`src/rtl/flash_iap_pkg.sv`:
```
// Shared types for the flash in-application write controller.
// Assumes the request inputs are one-cycle pulses from the processor side.
package flash_iap_pkg;

    typedef enum logic [1:0] {
        OP_NONE  = 2'd0,
        OP_BYTE  = 2'd1,
        OP_BLOCK = 2'd2
    } iap_op_e;

    // Decode the request pair; the byte request wins a tie.
    function automatic iap_op_e pick_op(input logic byte_req, input logic blk_req);
        if (byte_req)
            return OP_BYTE;
        else if (blk_req)
            return OP_BLOCK;
        else
            return OP_NONE;
    endfunction

endpackage

```
`src/rtl/iap_target.sv`:
```
// Target formation: builds the block-aligned address, the lane enables
// and the lane data for a request, and decides whether the page is guarded.
// Assumes PAGE_BYTES and BLK_BYTES are powers of two and IDX_IN_W covers
// the block index field; only the low index bits are used.
module iap_target
    import flash_iap_pkg::*;
#(
    parameter int PAGE_W     = 8,
    parameter int PAGE_BYTES = 256,
    parameter int BLK_BYTES  = 32,
    parameter int IDX_IN_W   = 8,
    localparam int OFF_W     = $clog2(PAGE_BYTES),
    localparam int LANE_W    = $clog2(BLK_BYTES),
    localparam int BIDX_W    = OFF_W - LANE_W,
    localparam int ADDR_W    = PAGE_W + OFF_W,
    localparam int DATA_W    = BLK_BYTES * 8
) (
    input  iap_op_e             op,
    input  logic [PAGE_W-1:0]   page,
    input  logic [OFF_W-1:0]    byte_off,
    input  logic [IDX_IN_W-1:0] blk_idx,
    input  logic [7:0]          byte_data,
    input  logic [DATA_W-1:0]   rf_data,
    input  logic [PAGE_W-1:0]   lock_pg,
    input  logic [PAGE_W-1:0]   unlock_pg,
    input  logic                prog_mode,
    output logic [ADDR_W-1:0]   tgt_addr,
    output logic [BLK_BYTES-1:0] tgt_be,
    output logic [DATA_W-1:0]   tgt_data,
    output logic                tgt_prot
);

    logic [BIDX_W-1:0] blk_sel;

    // Choose the block inside the page: offset high bits or wrapped index.
    always_comb begin
        if (op == OP_BYTE)
            blk_sel = byte_off[OFF_W-1:LANE_W];
        else
            blk_sel = blk_idx[BIDX_W-1:0];
        tgt_addr = {page, blk_sel, {LANE_W{1'b0}}};
    end

    // Per-lane enable and data select.
    for (genvar g = 0; g < BLK_BYTES; g++) begin : g_lane
        assign tgt_be[g]         = (op == OP_BLOCK) ||
                                   (byte_off[LANE_W-1:0] == LANE_W'(g));
        assign tgt_data[g*8 +: 8] = (op == OP_BLOCK) ? rf_data[g*8 +: 8] : byte_data;
    end

    // Window check: empty when bounds are equal or inverted; override wins.
    always_comb begin
        tgt_prot = !prog_mode && (lock_pg < unlock_pg) &&
                   (page >= lock_pg) && (page < unlock_pg);
    end

    // a byte request enables exactly one lane.
    always_comb begin
        if (op == OP_BYTE)
            a_r1_single_lane: assert ($countones(tgt_be) == 1);
    end

endmodule

```
`src/rtl/iap_seq.sv`:
```
// Write sequencer: accepts a request while idle, refuses guarded pages,
// stalls for WRITE_CYC cycles, then strobes the memory port once.
// An interrupt during the stall abandons the write. Status bits are sticky
// until the next accepted request. Assumes WRITE_CYC >= 1.
module iap_seq
    import flash_iap_pkg::*;
#(
    parameter int ADDR_W    = 16,
    parameter int BLK_BYTES = 32,
    parameter int WRITE_CYC = 16,
    localparam int DATA_W   = BLK_BYTES * 8,
    localparam int CNT_W    = $clog2(WRITE_CYC + 1)
) (
    input  logic                 clk,
    input  logic                 rst_n,
    input  iap_op_e              op,
    input  logic [ADDR_W-1:0]    tgt_addr,
    input  logic [BLK_BYTES-1:0] tgt_be,
    input  logic [DATA_W-1:0]    tgt_data,
    input  logic                 tgt_prot,
    input  logic                 irq,
    output logic                 busy,
    output logic                 st_abort,
    output logic                 st_prot,
    output logic                 mem_we,
    output logic [ADDR_W-1:0]    mem_addr,
    output logic [BLK_BYTES-1:0] mem_be,
    output logic [DATA_W-1:0]    mem_wdata
);

    logic [CNT_W-1:0] cnt;

    // Request acceptance, write timing, abort and status.
    always_ff @(posedge clk) begin
        if (!rst_n) begin
            busy      <= 1'b0;
            st_abort  <= 1'b0;
            st_prot   <= 1'b0;
            mem_we    <= 1'b0;
            mem_addr  <= '0;
            mem_be    <= '0;
            mem_wdata <= '0;
            cnt       <= '0;
        end else begin
            mem_we <= 1'b0;
            if (!busy) begin
                if (op != OP_NONE) begin
                    st_abort <= 1'b0;
                    if (tgt_prot) begin
                        st_prot <= 1'b1;
                    end else begin
                        st_prot   <= 1'b0;
                        busy      <= 1'b1;
                        cnt       <= CNT_W'(WRITE_CYC - 1);
                        mem_addr  <= tgt_addr;
                        mem_be    <= tgt_be;
                        mem_wdata <= tgt_data;
                    end
                end
            end else if (irq) begin
                busy     <= 1'b0;
                st_abort <= 1'b1;
            end else if (cnt == '0) begin
                busy   <= 1'b0;
                mem_we <= 1'b1;
            end else begin
                cnt <= cnt - 1'b1;
            end
        end
    end

    // Checker: independent count of consecutive busy cycles.
    logic [CNT_W:0] busy_len;
    always_ff @(posedge clk) begin
        if (!rst_n)
            busy_len <= '0;
        else if (busy)
            busy_len <= busy_len + 1'b1;
        else
            busy_len <= '0;
    end

    // the strobe follows exactly WRITE_CYC busy cycles.
    a_r4_write_time: assert property (@(posedge clk) disable iff (!rst_n)
        mem_we |-> (busy_len == (CNT_W+1)'(WRITE_CYC)));

    // an interrupt while busy ends the stall without a write.
    a_r5_irq_abort: assert property (@(posedge clk) disable iff (!rst_n)
        (busy && irq) |=> (!busy && st_abort && !mem_we));

    // a guarded request never starts a write.
    a_r6_prot_refuse: assert property (@(posedge clk) disable iff (!rst_n)
        (!busy && op != OP_NONE && tgt_prot) |=> (!busy && st_prot && !mem_we));

    // the two status bits never describe the same request.
    a_r9_status_excl: assert property (@(posedge clk) disable iff (!rst_n)
        !(st_abort && st_prot));

    // the captured target holds while the write runs.
    a_r10_hold_target: assert property (@(posedge clk) disable iff (!rst_n)
        busy |=> $stable(mem_addr) && $stable(mem_wdata));

endmodule

```
`src/rtl/flash_iap_ctrl.sv`:
```
// Top of the flash in-application write controller: protection bound
// registers, request decode, target formation and the write sequencer.
// Assumes request inputs are single-cycle pulses and rf_data mirrors
// register file locations 0..BLK_BYTES-1.
module flash_iap_ctrl
    import flash_iap_pkg::*;
#(
    parameter int PAGE_W     = 8,
    parameter int PAGE_BYTES = 256,
    parameter int BLK_BYTES  = 32,
    parameter int IDX_IN_W   = 8,
    parameter int WRITE_CYC  = 16,
    localparam int OFF_W     = $clog2(PAGE_BYTES),
    localparam int ADDR_W    = PAGE_W + OFF_W,
    localparam int DATA_W    = BLK_BYTES * 8
) (
    input  logic                 clk,
    input  logic                 rst_n,
    input  logic                 cfg_we,
    input  logic [PAGE_W-1:0]    cfg_lock_pg,
    input  logic [PAGE_W-1:0]    cfg_unlock_pg,
    input  logic                 prog_mode,
    input  logic                 irq,
    input  logic                 wr_byte_req,
    input  logic                 wr_blk_req,
    input  logic [PAGE_W-1:0]    page_sel,
    input  logic [OFF_W-1:0]     byte_off,
    input  logic [IDX_IN_W-1:0]  blk_idx,
    input  logic [7:0]           byte_data,
    input  logic [DATA_W-1:0]    rf_data,
    output logic                 busy,
    output logic                 st_abort,
    output logic                 st_prot,
    output logic                 mem_we,
    output logic [ADDR_W-1:0]    mem_addr,
    output logic [BLK_BYTES-1:0] mem_be,
    output logic [DATA_W-1:0]    mem_wdata
);

    logic [PAGE_W-1:0]    lock_r;
    logic [PAGE_W-1:0]    unlock_r;
    iap_op_e              op;
    logic [ADDR_W-1:0]    tgt_addr;
    logic [BLK_BYTES-1:0] tgt_be;
    logic [DATA_W-1:0]    tgt_data;
    logic                 tgt_prot;

    // Protection bound registers, cleared to an empty window.
    always_ff @(posedge clk) begin
        if (!rst_n) begin
            lock_r   <= '0;
            unlock_r <= '0;
        end else if (cfg_we) begin
            lock_r   <= cfg_lock_pg;
            unlock_r <= cfg_unlock_pg;
        end
    end

    // Request decode with byte priority.
    always_comb op = pick_op(wr_byte_req, wr_blk_req);

    iap_target #(
        .PAGE_W     (PAGE_W),
        .PAGE_BYTES (PAGE_BYTES),
        .BLK_BYTES  (BLK_BYTES),
        .IDX_IN_W   (IDX_IN_W)
    ) u_target (
        .op        (op),
        .page      (page_sel),
        .byte_off  (byte_off),
        .blk_idx   (blk_idx),
        .byte_data (byte_data),
        .rf_data   (rf_data),
        .lock_pg   (lock_r),
        .unlock_pg (unlock_r),
        .prog_mode (prog_mode),
        .tgt_addr  (tgt_addr),
        .tgt_be    (tgt_be),
        .tgt_data  (tgt_data),
        .tgt_prot  (tgt_prot)
    );

    iap_seq #(
        .ADDR_W    (ADDR_W),
        .BLK_BYTES (BLK_BYTES),
        .WRITE_CYC (WRITE_CYC)
    ) u_seq (
        .clk       (clk),
        .rst_n     (rst_n),
        .op        (op),
        .tgt_addr  (tgt_addr),
        .tgt_be    (tgt_be),
        .tgt_data  (tgt_data),
        .tgt_prot  (tgt_prot),
        .irq       (irq),
        .busy      (busy),
        .st_abort  (st_abort),
        .st_prot   (st_prot),
        .mem_we    (mem_we),
        .mem_addr  (mem_addr),
        .mem_be    (mem_be),
        .mem_wdata (mem_wdata)
    );

endmodule

```
`config.mk`:
```
export PLATFORM = sky130hd
export DESIGN_NAME = flash_iap_ctrl
export DESIGN_NICKNAME = d
export VERILOG_FILES = /design/src/rtl/flash_iap_pkg.sv /design/src/rtl/iap_target.sv /design/src/rtl/iap_seq.sv /design/src/rtl/flash_iap_ctrl.sv
export SDC_FILE = /design/constraint.sdc
export NUM_CORES = 1
export LEC_CHECK = 0
export BUFFER_PORTS_ARGS = -buffer_cell sky130_fd_sc_hd__buf_2
export CAP_MARGIN = 20
export CORE_AREA = 2 2 240 242
export DETAILED_ROUTE_END_ITERATION = 16
export DIE_AREA = 0 0 242 244
export PLACE_DENSITY_LB_ADDON = 0.1
export SYNTH_ARGS = -nofsm -noshare
export SYNTH_HDL_FRONTEND = slang
export SYNTH_HIERARCHICAL = 1
export SYNTH_SLANG_ARGS = --single-unit
```
`constraint.sdc`:
```
create_clock -name clk -period 6 [get_ports clk]
set_input_delay 1.2 -clock clk [delete_from_list [all_inputs] [get_ports clk]]
set_output_delay 1.2 -clock clk [all_outputs]
set_load 0.01 [all_outputs]
```
# Word-level counts from Yosys, hierarchy flattened
# Cells that the tools add are included.
word_totals:
  mem_bits_ro: 0
  mem_count: 0
  latchBits: 0
  input_bits: 311
  wordCells: 149
  register_bits: 324
  ramBits: 0
classes:
  reduce_logical: 45
  magnitude_cmp: 3
  eq_ne: 37
  shift: 0
  n_bitwise: 3
  div: 0
  muxes: 50
  n_addsub: 1
  n_mul: 0
op_table:
  columns: ["cell", "count"]
  rows:
  - ["2-to-1 mux 8 bit", 32]
  - ["== test 5 bit, second input constant", 16]
  - ["== test 5 x 4 -> 1 bit, second input constant", 8]
  - ["logical OR 1 bit", 32]
  - ["2-to-1 mux 5 bit", 5]
  - ["== test 5 x 3 -> 1 bit, second input constant", 4]
  - ["< comparator 8 bit", 2]
  - ["== test 5 x 2 -> 1 bit, second input constant", 2]
  - ["zero test 5 bit", 2]
  - ["2-to-1 mux 1 bit", 10]
  - ["greater-or-equal comparator 8 bit", 1]
  - ["inequality test 2 bit, second input constant", 3]
  - ["== test 5 x 1 -> 1 bit, second input constant", 1]
  - ["subtractor 5 x 1 -> 5 bit, second input constant", 1]
  - ["2-to-1 mux 2 bit", 2]
  - ["AND reduction 2 bit", 2]
  - ["AND reduction 4 bit", 1]
  - ["nonzero test 2 bit", 2]
  - ["logical AND 1 bit", 3]
  - ["2-to-1 mux 3 bit", 1]
  - ["NOT 1 bit", 3]
  - ["AND reduction 3 bit", 1]
  - ["OR reduction 3 bit", 1]
  - ["== test 2 x 1 -> 1 bit, second input constant", 1]
  - ["other kinds (3)", 3]

# Logic depth before layout (Yosys ltp)
depth:
  ltp_word: 7
  depth_mapped: 12

# Modules after synthesis
# The synthesis kept the hierarchy.
modules_own_cells:
  columns: ["module", "cells_each", "area_per_inst_um2", "seq_area_each_um2", "n_inst"]
  rows:
  - ["iap_seq", 1364, 10961.8, 6266.0, 1]
  - ["iap_target", 461, 3544.6, 0.0, 1]
  - ["flash_iap_ctrl", 52, 621.8, 320.3, 1]

# Least setup slack after synthesis
# No wires, ideal clock.
synth_timing:
  kind: "input to register"
  from: "input port page_sel[7]"
  to: "register u_seq.mem_wdata[100]"
  setup_ps: 70
  path_buffers: 3
  arrival_time_ps: 3163
  path_stages: 11
  path_slack_ps: 2767
  required_ps: 5930
  path_cell_list: "ha_1 > a22o_1 > nor4_2 > o221ai_1 > nor4_2 > or2_1 > buf_2 > buf_6 > buf_6 > nand2_1 > a21oi_1"
synth_via:
  elab_chain_len: 5
  elab_cells_between_ends: 6
  classes_between: "2 x order compare; 1 x bitwise; 3 x reduce/logical"
synth_rtl:
  columns: ["element", "line", "text"]
  rows:
  - ["from (decl)", "flash_iap_ctrl.sv:26", "input logic [PAGE_W-1:0] page_sel,"]
  - ["greater-or-equal comparator 8 bit", "iap_target.sv:54", "(page >= lock_pg) && (page < unlock_pg);"]
  - ["logical AND 1 bit", "iap_target.sv:53", "tgt_prot = !prog_mode && (lock_pg < unlock_pg) &&"]
  - ["logical AND 1 bit (*)", "iap_target.sv:54", null]
  - ["via tgt_prot", "flash_iap_ctrl.sv:46", "logic tgt_prot;"]
  - ["NOT 1 bit (no source line) (*)", null, null]
  - ["AND reduction 3 bit (no source line) (*)", null, null]
  - ["to (signal assigned)", "iap_seq.sv:57", "mem_wdata <= tgt_data;"]
  - ["to (decl)", "iap_seq.sv:28", "output logic [DATA_W-1:0] mem_wdata"]
# The timed path passes the listed nets; every way through them passes the cells marked *.
# A chain may end at the register's enable or synchronous reset.

# Worst setup path after layout
layout_timing:
  from: "input port page_sel[7]"
  to: "register u_seq.mem_wdata[156]"
# Same word-level chain as after synthesis.

==> flow_metrics.py <==
metrics = {
    "floorplan": {
        "initial_core_util_pct": 26.9,
        "pin_count": 619,
        "die_x_um": 242,
        "dieHeight_um": 244,
        "coreArea_sq_mm": 0.0562,
        "rows": 87,
        "fp.dieArea_sq_mm": 0.0590,
    },
    "clocking": {
        "numCtsBuffers": 41,
        "cts_tree": "yes",
        "cts.sinks": 329,
        "htreeDepth": 2,
        "insertion_delay_ns": 0.55,
        "cts_hold_buffers": 0,
        "clkTransAtPathRegs_ns": 0.06,
        "cts_setup_buffers": 0,
        "post_cts_resized": 0,
        "clockBufferDepth": 3,
        "cts-root-buf": "clkbuf_16",
    },
    "grt": {
        "overflow": 0,
        "grt_pass1_vias": 14100,
        "antenna_found_initial": 11,
        "grt_usage_pct": 20.1,
        "grt_pass1_wl_um": 91100,
        "grt_start_max_net_pins": 155,
    },
    "synthesis": {
        "yosysMostFrequentCell": "nand2_1",
        "syn_area_sq_mm": 0.0151,
        "ys_seq_elements": 329,
        "yosys-top-cells-count": "nand2_1, dfxtp_1, a21oi_1, a21o_1, buf_6",
        "synth_top_area_share_pct": 43.5,
        "synth_cell_type_count": 55,
        "synth_edf_count": 0,
        "synth_area_leaders": "dfxtp_1, nand2_1, a21o_1, a21oi_1, buf_6",
        "synth_area_leader_cell": "dfxtp_1",
        "async_flop_share_pct": 0,
        "seq_area_frac_synth_pct": 43.5,
        "synth_flop_cell": "dfxtp_1",
        "synth_cells": 1877,
        "postSynthAreaPerCell_sq_um": 8.06,
        "yosys_warnings": 6,
    },
    "final_layout": {
        "n_fill_cell": 6151,
        "drive_above_1_share_pct": 30.3,
        "final_area_sq_mm": 0.0194,
        "fin_nets": 2712,
        "stdcell_count": 3168,
        "area_growth_pct": 28.1,
    },
    "critical_path": {
        "slowest_stage": "or2_4",
        "crit_top_cell": "nor4_2",
        "worstReg2RegStart": "unlock_r[7]",
        "arrival_ns": 4.18,
        "cp_top_family": "simple AND/OR/NAND/NOR gates",
        "worstPathRequired_ns": 6.47,
        "crit_buf_inv": 2,
        "critPathLaunchType": "primary input",
        "rr_worst_depth": 10,
        "r2r_end": "u_seq/mem_wdata[156]",
        "path_cells": "buf_2, ha_1, a22o_1, nor4_2, o221ai_1, nor4_2, or2_4, buf_4, nand2_1, a21oi_1",
        "worst-path-max-fanout": 57,
        "ff2ff_setup_slack_ns": 2.65,
        "path_class": "primary input to register",
        "endpoint_kind": "register",
        "max_stage_delay_ns": 0.79,
    },
    "sta": {
        "slew_headroom_pct": 29.3,
        "period_share_pct": 62.0,
        "hold_viol_final": 0,
        "final.setup.tns_ns": 0,
        "tightestPinTransition_ns": 1.06,
        "fin_crit_ns": 3.72,
        "drv_slew": 0,
        "skew_ns": 0.00970,
        "setup_violations": 0,
        "timing.fmax_mhz": 269,
        "rsz0062_at_grt": "no",
    },
    "route": {
        "wl_per_cell_um": 19.6,
        "wirelength_um": 62000,
        "antenna_left": 0,
        "first_iter_violations": 912,
        "drc": 0,
        "vias": 14700,
        "firstDrtPassIters": 7,
        "routed_via_density": 4.63,
    },
    "place": {
        "placed_cells": 3090,
        "place_area_sq_mm": 0.0181,
        "gp_congestion": 0.837,
        "hpwl_um": 42300,
        "io_buffers": 613,
    },
    "run": {
        "cap_violations": 0,
    },
    "worst_hold_path": {
        "hold_class": "register to register",
        "hp-start": "u_seq/mem_wdata[82]",
        "min_path_cells": 2,
        "hold_path_end": "u_seq/mem_wdata[82]",
    },
    "power": {
        "total_power_uw": 6100,
        "power.density_mw_per_mm2": 315,
        "ir_drop_mv": 0.164,
        "power_leakage_uw": 0.00998,
    },
    "run_status": {
        "outcome": "finished clean",
    },
}
==> placed cells by master (no fill, tap or decap), drive strengths merged, types with 3 or more instances in the layout <==
| master | instances |
|---|---|
| clkinv | 6 |
| ha | 23 |
| inv | 20 |
| buf | 638 |
| nor2b | 18 |
| nand4 | 3 |
| mux2 | 3 |
| conb | 5 |
| o21ai | 35 |
| nor2 | 7 |
| mux2i | 17 |
| a21o | 256 |
| and2 | 8 |
| a21oi | 311 |
| nor3 | 3 |
| nand3b | 3 |
| diode | 7 |
| clkbuf | 63 |
| dfxtp | 329 |
| nand2b | 8 |
| a31oi | 3 |
| nand2 | 616 |
==> worst max path at each step <==
stage                            from                    to  slack (ns)  cells past startpoint
after floorplan           page_sel[7]  u_seq/mem_wdata[100]        2.77                     11
after global placement    page_sel[2]  u_seq/mem_wdata[140]        1.72                     10
after detailed placement  page_sel[2]  u_seq/mem_wdata[220]        1.67                     10
after CTS                 page_sel[2]  u_seq/mem_wdata[156]        2.26                     10
after global routing      page_sel[2]       u_seq/mem_be[5]        2.02                     10
final                     page_sel[7]  u_seq/mem_wdata[156]        2.28                     10
==> report_power, final <==
group / switching, uW / leakage (uW) / internal, uW / total, uW
clock network: 965 / 0.000615 / 1380 / 2340
logic: 799 / 0.00666 / 477 / 1280
registers: 98.1 / 0.00270 / 2380 / 2480
==> state kept, by name, indices dropped and copies added, names as in the netlist <==
register	flops
unlock_r	8
u_seq/st_prot	1
u_seq/mem_we	1
u_seq/st_abort	1
u_seq/mem_addr	16
u_seq/busy	1
u_seq/cnt	5
lock_r	8
u_seq/mem_wdata	256
u_seq/mem_be	32
==> cells by family (layout without fill, tap and decap cells) <==
logic type	after synthesis	count (layout)	synth area share, %
buf+inv	204	728	9.73
flops	329	329	43.5
mux	20	20	1.35
simple gates	679	679	18.1
fa+ha+maj	23	23	1.90
compound gates	621	621	25.3
other cells	1	12	0.0248
==> through the flow <==
stage / hold WS [ns] / util [%] / worst slack (ns)
2_1_floorplan: 0.439 / - / 2.77
4_1_cts: 0.451 / 34.4 / 2.26
3_3_place_gp: 0.439 / 32.2 / 1.72
5_1_grt: 0.468 / 34.5 / 2.02
3_5_place_dp: 0.443 / 32.2 / 1.67
6_report: 0.448 / 34.5 / 2.28
==> area by class of cell <==
cell class,instances,area (sq um),share of cell area (%)
Multi-Input combinational cell,1348,7100,36.6
Sequential cell,329,6590,34.0
Timing Repair Buffer,638,3400,17.5
Clock buffer,63,1210,6.24
Tap cell,756,946,4.88
Inverter,20,82.6,0.426
Clock inverter,7,41.3,0.213
Antenna cell,7,17.5,0.0904
==> worst min-delay path, delay by kind of cell, from the launching register on <==
kind,cells,cell delay [ns]
AND/OR/NAND/NOR,1,0.05
flip-flops,1,0.30
AO/OA/AOI/OAI,1,0.05
==> metal layers <==
layer / up-vias / GRT usage [%] / part of all wire (%)
li1: 7214 / - / -
met1: 6864 / 24.9 / 42
met2: 517 / 34.0 / 48
met3: 80 / 5.58 / 7.9
met4: 2 / 6.14 / 2.6
met5: - / 0 / 0.027
Power figures use the tool's default switching activity.
